[config.mk]
export PLATFORM = sky130hd
export DESIGN_NAME = bus_term_ctrl
export DESIGN_NICKNAME = d
export VERILOG_FILES = /design/src/rtl/bterm_pkg.sv /design/src/rtl/bterm_monitor.sv /design/src/rtl/bterm_classifier.sv /design/src/rtl/bterm_seq.sv /design/src/rtl/bus_term_ctrl.sv
export SDC_FILE = /design/constraint.sdc
export NUM_CORES = 1
export LEC_CHECK = 0
export CAP_MARGIN = 20
export CORE_ASPECT_RATIO = 1.75
export CORE_MARGIN = 10
export CORE_UTILIZATION = 54
export CTS_CLUSTER_DIAMETER = 200
export DETAILED_ROUTE_END_ITERATION = 8
export PLACE_DENSITY_LB_ADDON = 0.25
export RECOVER_POWER = 100
export SLEW_MARGIN = 40
export SYNTH_ARGS = -nofsm -noshare
export SYNTH_HDL_FRONTEND = slang
export SYNTH_SLANG_ARGS = --single-unit
[constraint.sdc]
create_clock -name clk -period 2.55 [get_ports clk]
set_input_delay 0.3825 -clock clk [delete_from_list [all_inputs] [get_ports clk]]
set_output_delay 0.3825 -clock clk [all_outputs]
set_load 0.01 [all_outputs]
[src/rtl/bterm_pkg.sv]
package bterm_pkg;

  typedef enum logic [1:0] {
    TERM_NORMAL = 2'd0,
    TERM_HALT   = 2'd1,
    TERM_BUSERR = 2'd2,
    TERM_RETRY  = 2'd3
  } term_code_e;

  typedef enum logic [2:0] {
    ST_IDLE,
    ST_STALE,
    ST_ACTIVE,
    ST_WINDOW,
    ST_HALTED,
    ST_FINISH
  } seq_state_e;

  // err_seen  : error on trigger or window edge
  // halt_trig : hold sampled on the trigger edge
  // halt_any  : hold sampled on trigger or window edge
  function automatic term_code_e classify(input logic err_seen,
                                          input logic halt_trig,
                                          input logic halt_any);
    term_code_e r;
    if (err_seen && halt_any)  r = TERM_RETRY;
    else if (err_seen)         r = TERM_BUSERR;
    else if (halt_trig)        r = TERM_HALT;
    else                       r = TERM_NORMAL;
    return r;
  endfunction

endpackage

[src/rtl/bterm_monitor.sv]
module bterm_monitor #(
  parameter int CNT_W = 16
) (
  input  logic             clk,
  input  logic             rst_n,
  input  logic             run_i,
  input  logic             ack_i,
  input  logic [CNT_W-1:0] limit_i,
  output logic             expire_o
);

  logic [CNT_W-1:0] cnt_q;

  function automatic logic period_hit(input logic [CNT_W-1:0] cnt,
                                      input logic [CNT_W-1:0] lim);
    return (lim != '0) && (({1'b0, cnt} + 1'b1) == {1'b0, lim});
  endfunction

  always_ff @(posedge clk or negedge rst_n) begin
    if (!rst_n)      cnt_q <= '0;
    else if (!run_i) cnt_q <= '0;
    else             cnt_q <= cnt_q + 1'b1;
  end

  assign expire_o = run_i && !ack_i && period_hit(cnt_q, limit_i);

endmodule

[src/rtl/bterm_classifier.sv]
module bterm_classifier
  import bterm_pkg::*;
(
  input  logic       clk,
  input  logic       rst_n,
  input  logic       capture_i,
  input  logic       window_i,
  input  logic       err_cap_i,
  input  logic       err_i,
  input  logic       hold_i,
  output term_code_e result_o,
  output logic       done_o,
  output term_code_e code_o
);

  logic e_q, h_q;

  always_ff @(posedge clk or negedge rst_n) begin
    if (!rst_n) begin
      e_q <= 1'b0;
      h_q <= 1'b0;
    end else if (capture_i) begin
      e_q <= err_cap_i;
      h_q <= hold_i;
    end
  end

  assign result_o = classify(e_q | err_i, h_q, h_q | hold_i);

  always_ff @(posedge clk or negedge rst_n) begin
    if (!rst_n) begin
      done_o <= 1'b0;
      code_o <= TERM_NORMAL;
    end else begin
      done_o <= window_i;
      if (window_i) code_o <= result_o;
    end
  end

endmodule

[src/rtl/bterm_seq.sv]
module bterm_seq
  import bterm_pkg::*;
(
  input  logic       clk,
  input  logic       rst_n,
  input  logic       strobe_i,
  input  logic       busy_i,
  input  logic       trigger_i,
  input  term_code_e result_i,
  input  logic       hold_i,
  output logic       active_o,
  output logic       window_o,
  output logic       halted_o
);

  seq_state_e st_q, st_d;

  always_comb begin
    st_d = st_q;
    unique case (st_q)
      ST_IDLE:   if (strobe_i) st_d = busy_i ? ST_STALE : ST_ACTIVE;
      ST_STALE:  if (!strobe_i) st_d = ST_IDLE;
                 else if (!busy_i) st_d = ST_ACTIVE;
      ST_ACTIVE: if (trigger_i) st_d = ST_WINDOW;
                 else if (!strobe_i) st_d = ST_IDLE;
      ST_WINDOW: st_d = (result_i == TERM_HALT) ? ST_HALTED : ST_FINISH;
      ST_HALTED: if (!hold_i) st_d = ST_FINISH;
      ST_FINISH: if (!strobe_i) st_d = ST_IDLE;
      default:   st_d = ST_IDLE;
    endcase
  end

  always_ff @(posedge clk or negedge rst_n) begin
    if (!rst_n) st_q <= ST_IDLE;
    else        st_q <= st_d;
  end

  assign active_o = (st_q == ST_ACTIVE);
  assign window_o = (st_q == ST_WINDOW);
  assign halted_o = (st_q == ST_HALTED);

endmodule

[src/rtl/bus_term_ctrl.sv]
module bus_term_ctrl
  import bterm_pkg::*;
#(
  parameter int MON_W = 16
) (
  input  logic             clk,
  input  logic             rst_n,
  input  logic             strobe_i,
  input  logic             ack_i,
  input  logic             autovec_i,
  input  logic             err_i,
  input  logic             hold_i,
  input  logic [MON_W-1:0] mon_limit_i,
  output logic             done_o,
  output logic [1:0]       code_o,
  output logic             halted_o,
  output logic             timeout_o
);

  // named internal events
  logic       ack_any_w;
  logic       busy_w;
  logic       active_w;
  logic       window_w;
  logic       expire_w;
  logic       trigger_w;
  logic       err_cap_w;
  term_code_e result_w;
  term_code_e code_w;
  logic       timeout_q;

  assign ack_any_w = ack_i | autovec_i;
  assign busy_w    = ack_any_w | err_i;
  assign err_cap_w = err_i | expire_w;
  assign trigger_w = active_w & (ack_any_w | err_cap_w);

  bterm_monitor #(.CNT_W(MON_W)) mon_i (
    .clk      (clk),
    .rst_n    (rst_n),
    .run_i    (active_w),
    .ack_i    (ack_any_w),
    .limit_i  (mon_limit_i),
    .expire_o (expire_w)
  );

  bterm_classifier cls_i (
    .clk       (clk),
    .rst_n     (rst_n),
    .capture_i (trigger_w),
    .window_i  (window_w),
    .err_cap_i (err_cap_w),
    .err_i     (err_i),
    .hold_i    (hold_i),
    .result_o  (result_w),
    .done_o    (done_o),
    .code_o    (code_w)
  );

  bterm_seq seq_i (
    .clk       (clk),
    .rst_n     (rst_n),
    .strobe_i  (strobe_i),
    .busy_i    (busy_w),
    .trigger_i (trigger_w),
    .result_i  (result_w),
    .hold_i    (hold_i),
    .active_o  (active_w),
    .window_o  (window_w),
    .halted_o  (halted_o)
  );

  always_ff @(posedge clk or negedge rst_n) begin
    if (!rst_n) timeout_q <= 1'b0;
    else        timeout_q <= expire_w;
  end

  assign timeout_o = timeout_q;
  assign code_o    = code_w;

endmodule

Word-level counts from Yosys, hierarchy flattened
Cells that the tools add are included.
Widths: inputs -> output; s select.
Storage, ports and cells
  register bits after elaboration: 25
  bits of input ports: 23
  output and inout port bits: 5
  word-level logic and storage cells: 47
Cells by class
  add/sub/neg operators: 2
  eq/ne operators: 10
  mux-type cells: 13
  bitwise operators: 7
  reduce and logical (&&, ||, !) cells: 8
Operators with widths (number)
  $mux 3: 6
  $pmux 3 s6: 1
  $add 16x1->17 const B: 1
  $eq 17x16->1: 1
  $add 16x1->16 const B: 1
  $mux 16: 1
  $reduce_bool 16->1: 1
  $eq 3x2->1 const B: 2
  $eq 3x3->1 const B: 2
  $mux 2: 3
  $or 1x1->1: 6
  $logic_and 1x1->1: 4
  $ne 2x2->1 const B: 2
  $eq 3x1->1 const B: 1
  $logic_not 3->1: 1
  $ne 3x3->1 const B: 1
  $reduce_and 3->1: 1
  $eq 2x1->1 const B: 1
  $mux 1: 2
  $and 1x1->1: 1
  $logic_not 1->1: 1

Longest topological paths before layout
  depth in word-level cells: 9
  depth in mapped cells: 9
  depth with buffers taken out: 8

Hierarchy
From an unflattened synthesis, not the netlist that was laid out.
Second synthesis, totals
  cells, all modules: 179
  area, all modules: 1770.4 µm²
Modules (own cells, without submodules)
  bterm_monitor: instances 1, cells each 136, area each 1328.8 µm², sequential area each 400.4 µm²
  bterm_seq: instances 1, cells each 23, area each 195.2 µm², sequential area each 75.1 µm²
  bterm_classifier: instances 1, cells each 15, area each 191.4 µm², sequential area each 125.1 µm²
  bus_term_ctrl: instances 1, cells each 5, area each 55.1 µm², sequential area each 25.0 µm²

Worst setup path before layout
No wires, ideal clock.
  path type: register to register
  from: register mon_i.cnt_q[0]
  to: register cls_i.h_q
  arrival time: 2209 ps
  data required time: 2418 ps
  setup slack: 210 ps
  cell stages (with the launch flop): 9
  clock period less this slack: 2340 ps
  cell sequence: dfrtp_1 > ha_1 > nand4_4 > or4_1 > xnor3_1 > nor2_1 > nor4b_4 > a21oi_1 > or3b_1
On the way
  longest elaborated chain between the ends: 7
RTL lines
  from (decl): line bterm_monitor.sv:12  | logic [CNT_W-1:0] cnt_q;
  from (signal assigned): line bterm_monitor.sv:22  | else cnt_q <= cnt_q + 1'b1;
  $add 16x1->17: line bterm_monitor.sv:16  | return (lim != '0) && (({1'b0, cnt} + 1'b1) == {1'b0, lim});
  $eq 17x16->1: line bterm_monitor.sv:16
  $logic_and 1x1->1: line bterm_monitor.sv:16
  $logic_and 1x1->1: line bterm_monitor.sv:25  | assign expire_o = run_i && !ack_i && period_hit(cnt_q, limit_i);
  $or 1x1->1: line bus_term_ctrl.sv:34  | assign err_cap_w = err_i | expire_w;
  $or 1x1->1: line bus_term_ctrl.sv:35  | assign trigger_w = active_w & (ack_any_w | err_cap_w);
  $and 1x1->1: line bus_term_ctrl.sv:35
  to (signal assigned): line bterm_classifier.sv:24  | h_q <= hold_i;
  to (decl): line bterm_classifier.sv:16  | logic e_q, h_q;
Every way passes these cells.
A chain may end at the register's enable or synchronous reset.

Final worst setup path
  from: register mon_i.cnt_q[7]
  to: register cls_i.h_q
Same word-level chain as after synthesis.

==> summary.md <==
| Metric | Value |
|---|---|
| Status | `completed` |
| Worst Path Required | `around 2.7 ns` |
| Leakage power | `about 0.94 nW` |
| Critical path peak fanout | `11` |
| Initial antenna violation count | `0` |
| Start point of the worst min-delay path | `cls_i.code_o[1]` |
| Number of cell instances on the worst register-to-register path | `8` |
| Fin crit share | `between 90% and 100%` |
| Number of nets with antenna violations after detailed routing | `0` |
| Clk root buf | `sky130_fd_sc_hd__clkbuf_8` |
| Top cell type's share of synthesized area | `32.8%` |
| Initial Util | `between 50% and 60%` |
| Number of buffer cells added on primary ports | `27` |
| Cell with the largest stage delay on the worst path | `sky130_fd_sc_hd__or4_1` |
| Num ports | `28` |
| Crit path launch type | `flip-flop` |
| Proportion of power drawn by flip-flops and latches | `a little over two fifths` |
| # nets final | `between 200 and 300` |
| # Max-Cap Violations | `0` |
| Total power | `roughly 0.0012 W` |
| Post-detailed-route via-to-cell ratio | `6.08` |
| Vias post-DR | `1885` |
| H-tree depth | `1` |
| Number of endpoints with negative hold slack in the final report | `0` |
| Worst slew pin tran | `1.41 ns` |
| Relative slew slack | `between 6 and 7%` |
| Non-filler cells in the finished layout | `310` |
| Setup violations, final | `0` |
| Logic gate share of total power | `approximately 36%` |
| Number of slew-limit violations in the final report | `0` |
| Share of final-layout standard cells stronger than drive strength 1 | `14.3%` |
| Worst hold path class | `flip-flop to flip-flop` |
| Number of buffers created by CTS | `3` |
| Type of the worst setup path | `flip-flop to flip-flop` |
| Cell-by-cell trace of the critical path | `nand4_1 -> buf_4 -> or4_1 -> xnor3_1 -> nor2_1 -> nor4b_4 -> a21oi_1 -> or3b_1` |
| Largest net degree at the start of global routing | `26` |
| Library cell with the largest summed area after synthesis | `sky130_fd_sc_hd__dfrtp_1` |
| Netlist Area Pre-Place | `approximately 1900 sq um` |
| Data arrival, critical path | `between 2 and 3 ns` |
| Primary FF master, synth | `sky130_fd_sc_hd__dfrtp_1` |
| Max clock buf depth | `2` |
| Global-route wire length before repair | `between 9 and 10 mm` |
| TritonCTS clock tree | `yes` |
| Total non-filler cell area in the finished layout | `2390 sq um` |
| Drt first-iter violations | `between 80 and 90` |
| Ranking of synthesized cells by area | `sky130_fd_sc_hd__dfrtp_1 (33%), sky130_fd_sc_hd__xnor2_1 (6.4%), sky130_fd_sc_hd__nor2_1 (4.9%), sky130_fd_sc_hd__a21oi_1 (4.7%), sky130_fd_sc_hd__nand2_1 (4.1%)` |
| Number of iterations in the first detailed-routing pass | `6` |
| Clock network fraction of total power | `about 22%` |
| Die boundary height | `98.6 microns` |
| Die Outline Area | `approximately 6400 sq um` |
| Peak Freq | `between 400 and 500 MHz` |
| Placed inst area | `approximately 2300 sq um` |
| Cell total after placement | `slightly above 300` |
| Overall Global Routing Usage | `approximately 17%` |
| Number of sinks driven by the clock tree | `25` |
| Sum of negative setup slack | `0 ns` |
| Switching share of total power | `~35%` |
| Final WL | `between 5 and 6 mm` |
| Post-synth cell types | `50` |
| Synthesis Warnings | `0` |
| Core Area | `approximately 3400 sq um` |
| Number of register bits inferred by synthesis | `25` |
| Detailed-route wire length per cell | `roughly 17 microns` |
| Cell internal power dissipation | `0.000760 W` |
| Total gr overflow | `0` |
| Switching power summed over all nets | `between 0.0004 and 0.0005 W` |
| Cell row count | `28` |
| DPL Wire Length | `between 4 and 5 mm` |
| Power per cell area | `491 nW/um^2` |
| Worst stage delay on the critical path | `about 0.53 ns` |
| Number of flops mapped to enable cells by yosys | `0` |
| Final core utilization | `a little over two thirds` |
| Sequential area share after synthesis | `between 30 and 40%` |
| ANT cells | `0` |
| Unrepaired setup endpoints after global routing | `no` |
| Clock latency reported for the late side of the worst-skew pair | `~0.28 ns` |
| Kind of capture point of the worst setup path | `flip-flop` |
| Maximum VDD drop | `484 uV` |
| Die boundary width | `approximately 65 microns` |
| Residual DRC count | `0` |
| Mean instance size in the synthesized netlist | `about 8.4 sq um` |
| Cell types with the highest counts after synthesis | `sky130_fd_sc_hd__dfrtp_1 (25), sky130_fd_sc_hd__nor2_1 (25), sky130_fd_sc_hd__nand2_1 (21)` |
| Vias in the first global route | `between 2000 and 2500` |
| Startpoint of the most critical register-to-register path | `mon_i.cnt_q[7]` |
| Clock transition at the registers of the reported paths | `0.11 ns` |
| Clock tree skew after final layout | `0.0137 ns` |
| Gate count after technology mapping | `226` |
| Minimum period implied by the final worst setup slack | `2.40 ns` |
| Net Count, Synth | `between 200 and 300` |
| Hold depth | `2` |
| Area Overhead vs Synth | `25.5%` |
| Share of synthesized registers carrying an async set or reset | `100%` |
| Final estimated routing congestion in global placement | `roughly 0.94` |
| Origin of the worst setup path | `mon_i.cnt_q[7]` |
[critical path: cells and delay by family, from the launching register on]
family	cells	cell delay [ns]
AND/OR/NAND/NOR	5	1.35
flip-flops	1	0.42
XOR/XNOR	1	0.22
buffers and inverters	1	0.18
AO/OA/AOI/OAI	1	0.10
[stage by stage]
stage                     setup WS, ns  hold WS (ns)
after floorplan                  0.210        0.0869
final                            0.146         0.500
after global placement          0.0437         0.472
after CTS                       0.0443         0.471
after global routing            0.0102         0.558
after detailed placement        0.0679         0.482
[state kept, by name (all words and copies together), names as in the netlist]
register,cells
mon_i.cnt_q,16
cls_i.done_o,1
cls_i.e_q,1
cls_i.code_o,2
timeout_o,1
cls_i.h_q,1
seq_i.st_q,3
[power by group through the flow]
stage | logic, W | registers [W] | clock network (W)
3_3_place_gp | 0.000417 | 0.000501 | 0
4_1_cts | 0.000425 | 0.000495 | 0.000255
3_5_place_dp | 0.000424 | 0.000502 | 0
6_report | 0.000421 | 0.000497 | 0.000258
5_1_grt | 0.000470 | 0.000505 | 0.000270
2_1_floorplan | 0.000214 | 0.000512 | 0
[cell usage in the layout, fill, tap and decap left out, types with 7 or more instances in the layout]
cell type                          n
sky130_fd_sc_hd__dfrtp_1          21
sky130_fd_sc_hd__xnor2_1          14
sky130_fd_sc_hd__a21oi_1          18
sky130_fd_sc_hd__o21ai_0          11
sky130_fd_sc_hd__inv_1             7
sky130_fd_sc_hd__clkdlybuf4s50_1  21
sky130_fd_sc_hd__nand3_1           8
sky130_fd_sc_hd__nor4_1            7
sky130_fd_sc_hd__nand2_1          21
sky130_fd_sc_hd__nor3_1            7
sky130_fd_sc_hd__buf_4            17
sky130_fd_sc_hd__nor2_1           25
[layer usage]
layer  wire, microns  GRT usage, %
met5               0             0
met4             247          10.8
met3             203          2.72
met2            2960          31.6
met1            1990          17.4
[cell families (layout without fill, tap and decap cells)]
logic type / Yosys count / count (layout) / synth area share [%]
adders and majority gates: 1 / 1 / 0.656
xor gates and xnor gates: 22 / 22 / 11.5
AOI/OAI and AO/OA: 42 / 42 / 13.9
DFF: 25 / 25 / 32.8
muxes: 3 / 3 / 1.57
buffers and inverters: 19 / 58 / 4.46
and+or+nand+nor: 114 / 114 / 35.1
[final timing paths]
path,slack (ns),endpoint
min in group asynchronous,0.94,cls_i.done_o
worst max register to register,0.15,cls_i.h_q
worst min register to register,0.50,cls_i.code_o[1]
worst max-delay path,0.15,cls_i.h_q
max in group asynchronous,0.68,mon_i.cnt_q[11]
worst min-delay path,0.50,cls_i.code_o[1]
[area by class of cell]
cell class	instances	area [sq um]
Fill cell	308	1000
Sequential cell	25	631
Inverter	7	26.3
Tap cell	45	56.3
Multi-Input combinational cell	182	1220
Clock inverter	1	7.51
Clock buffer	3	41.3
Timing Repair Buffer	47	409
[timing repair]
| action | CTS | global route |
|---|---|---|
| hold buffers | 0 | 0 |
| setup endpoints to repair | 0 | 4 |
| resized for setup | 0 | 10 |
| buffers inserted | 0 | 0 |
(Power assumes the default switching activity.)
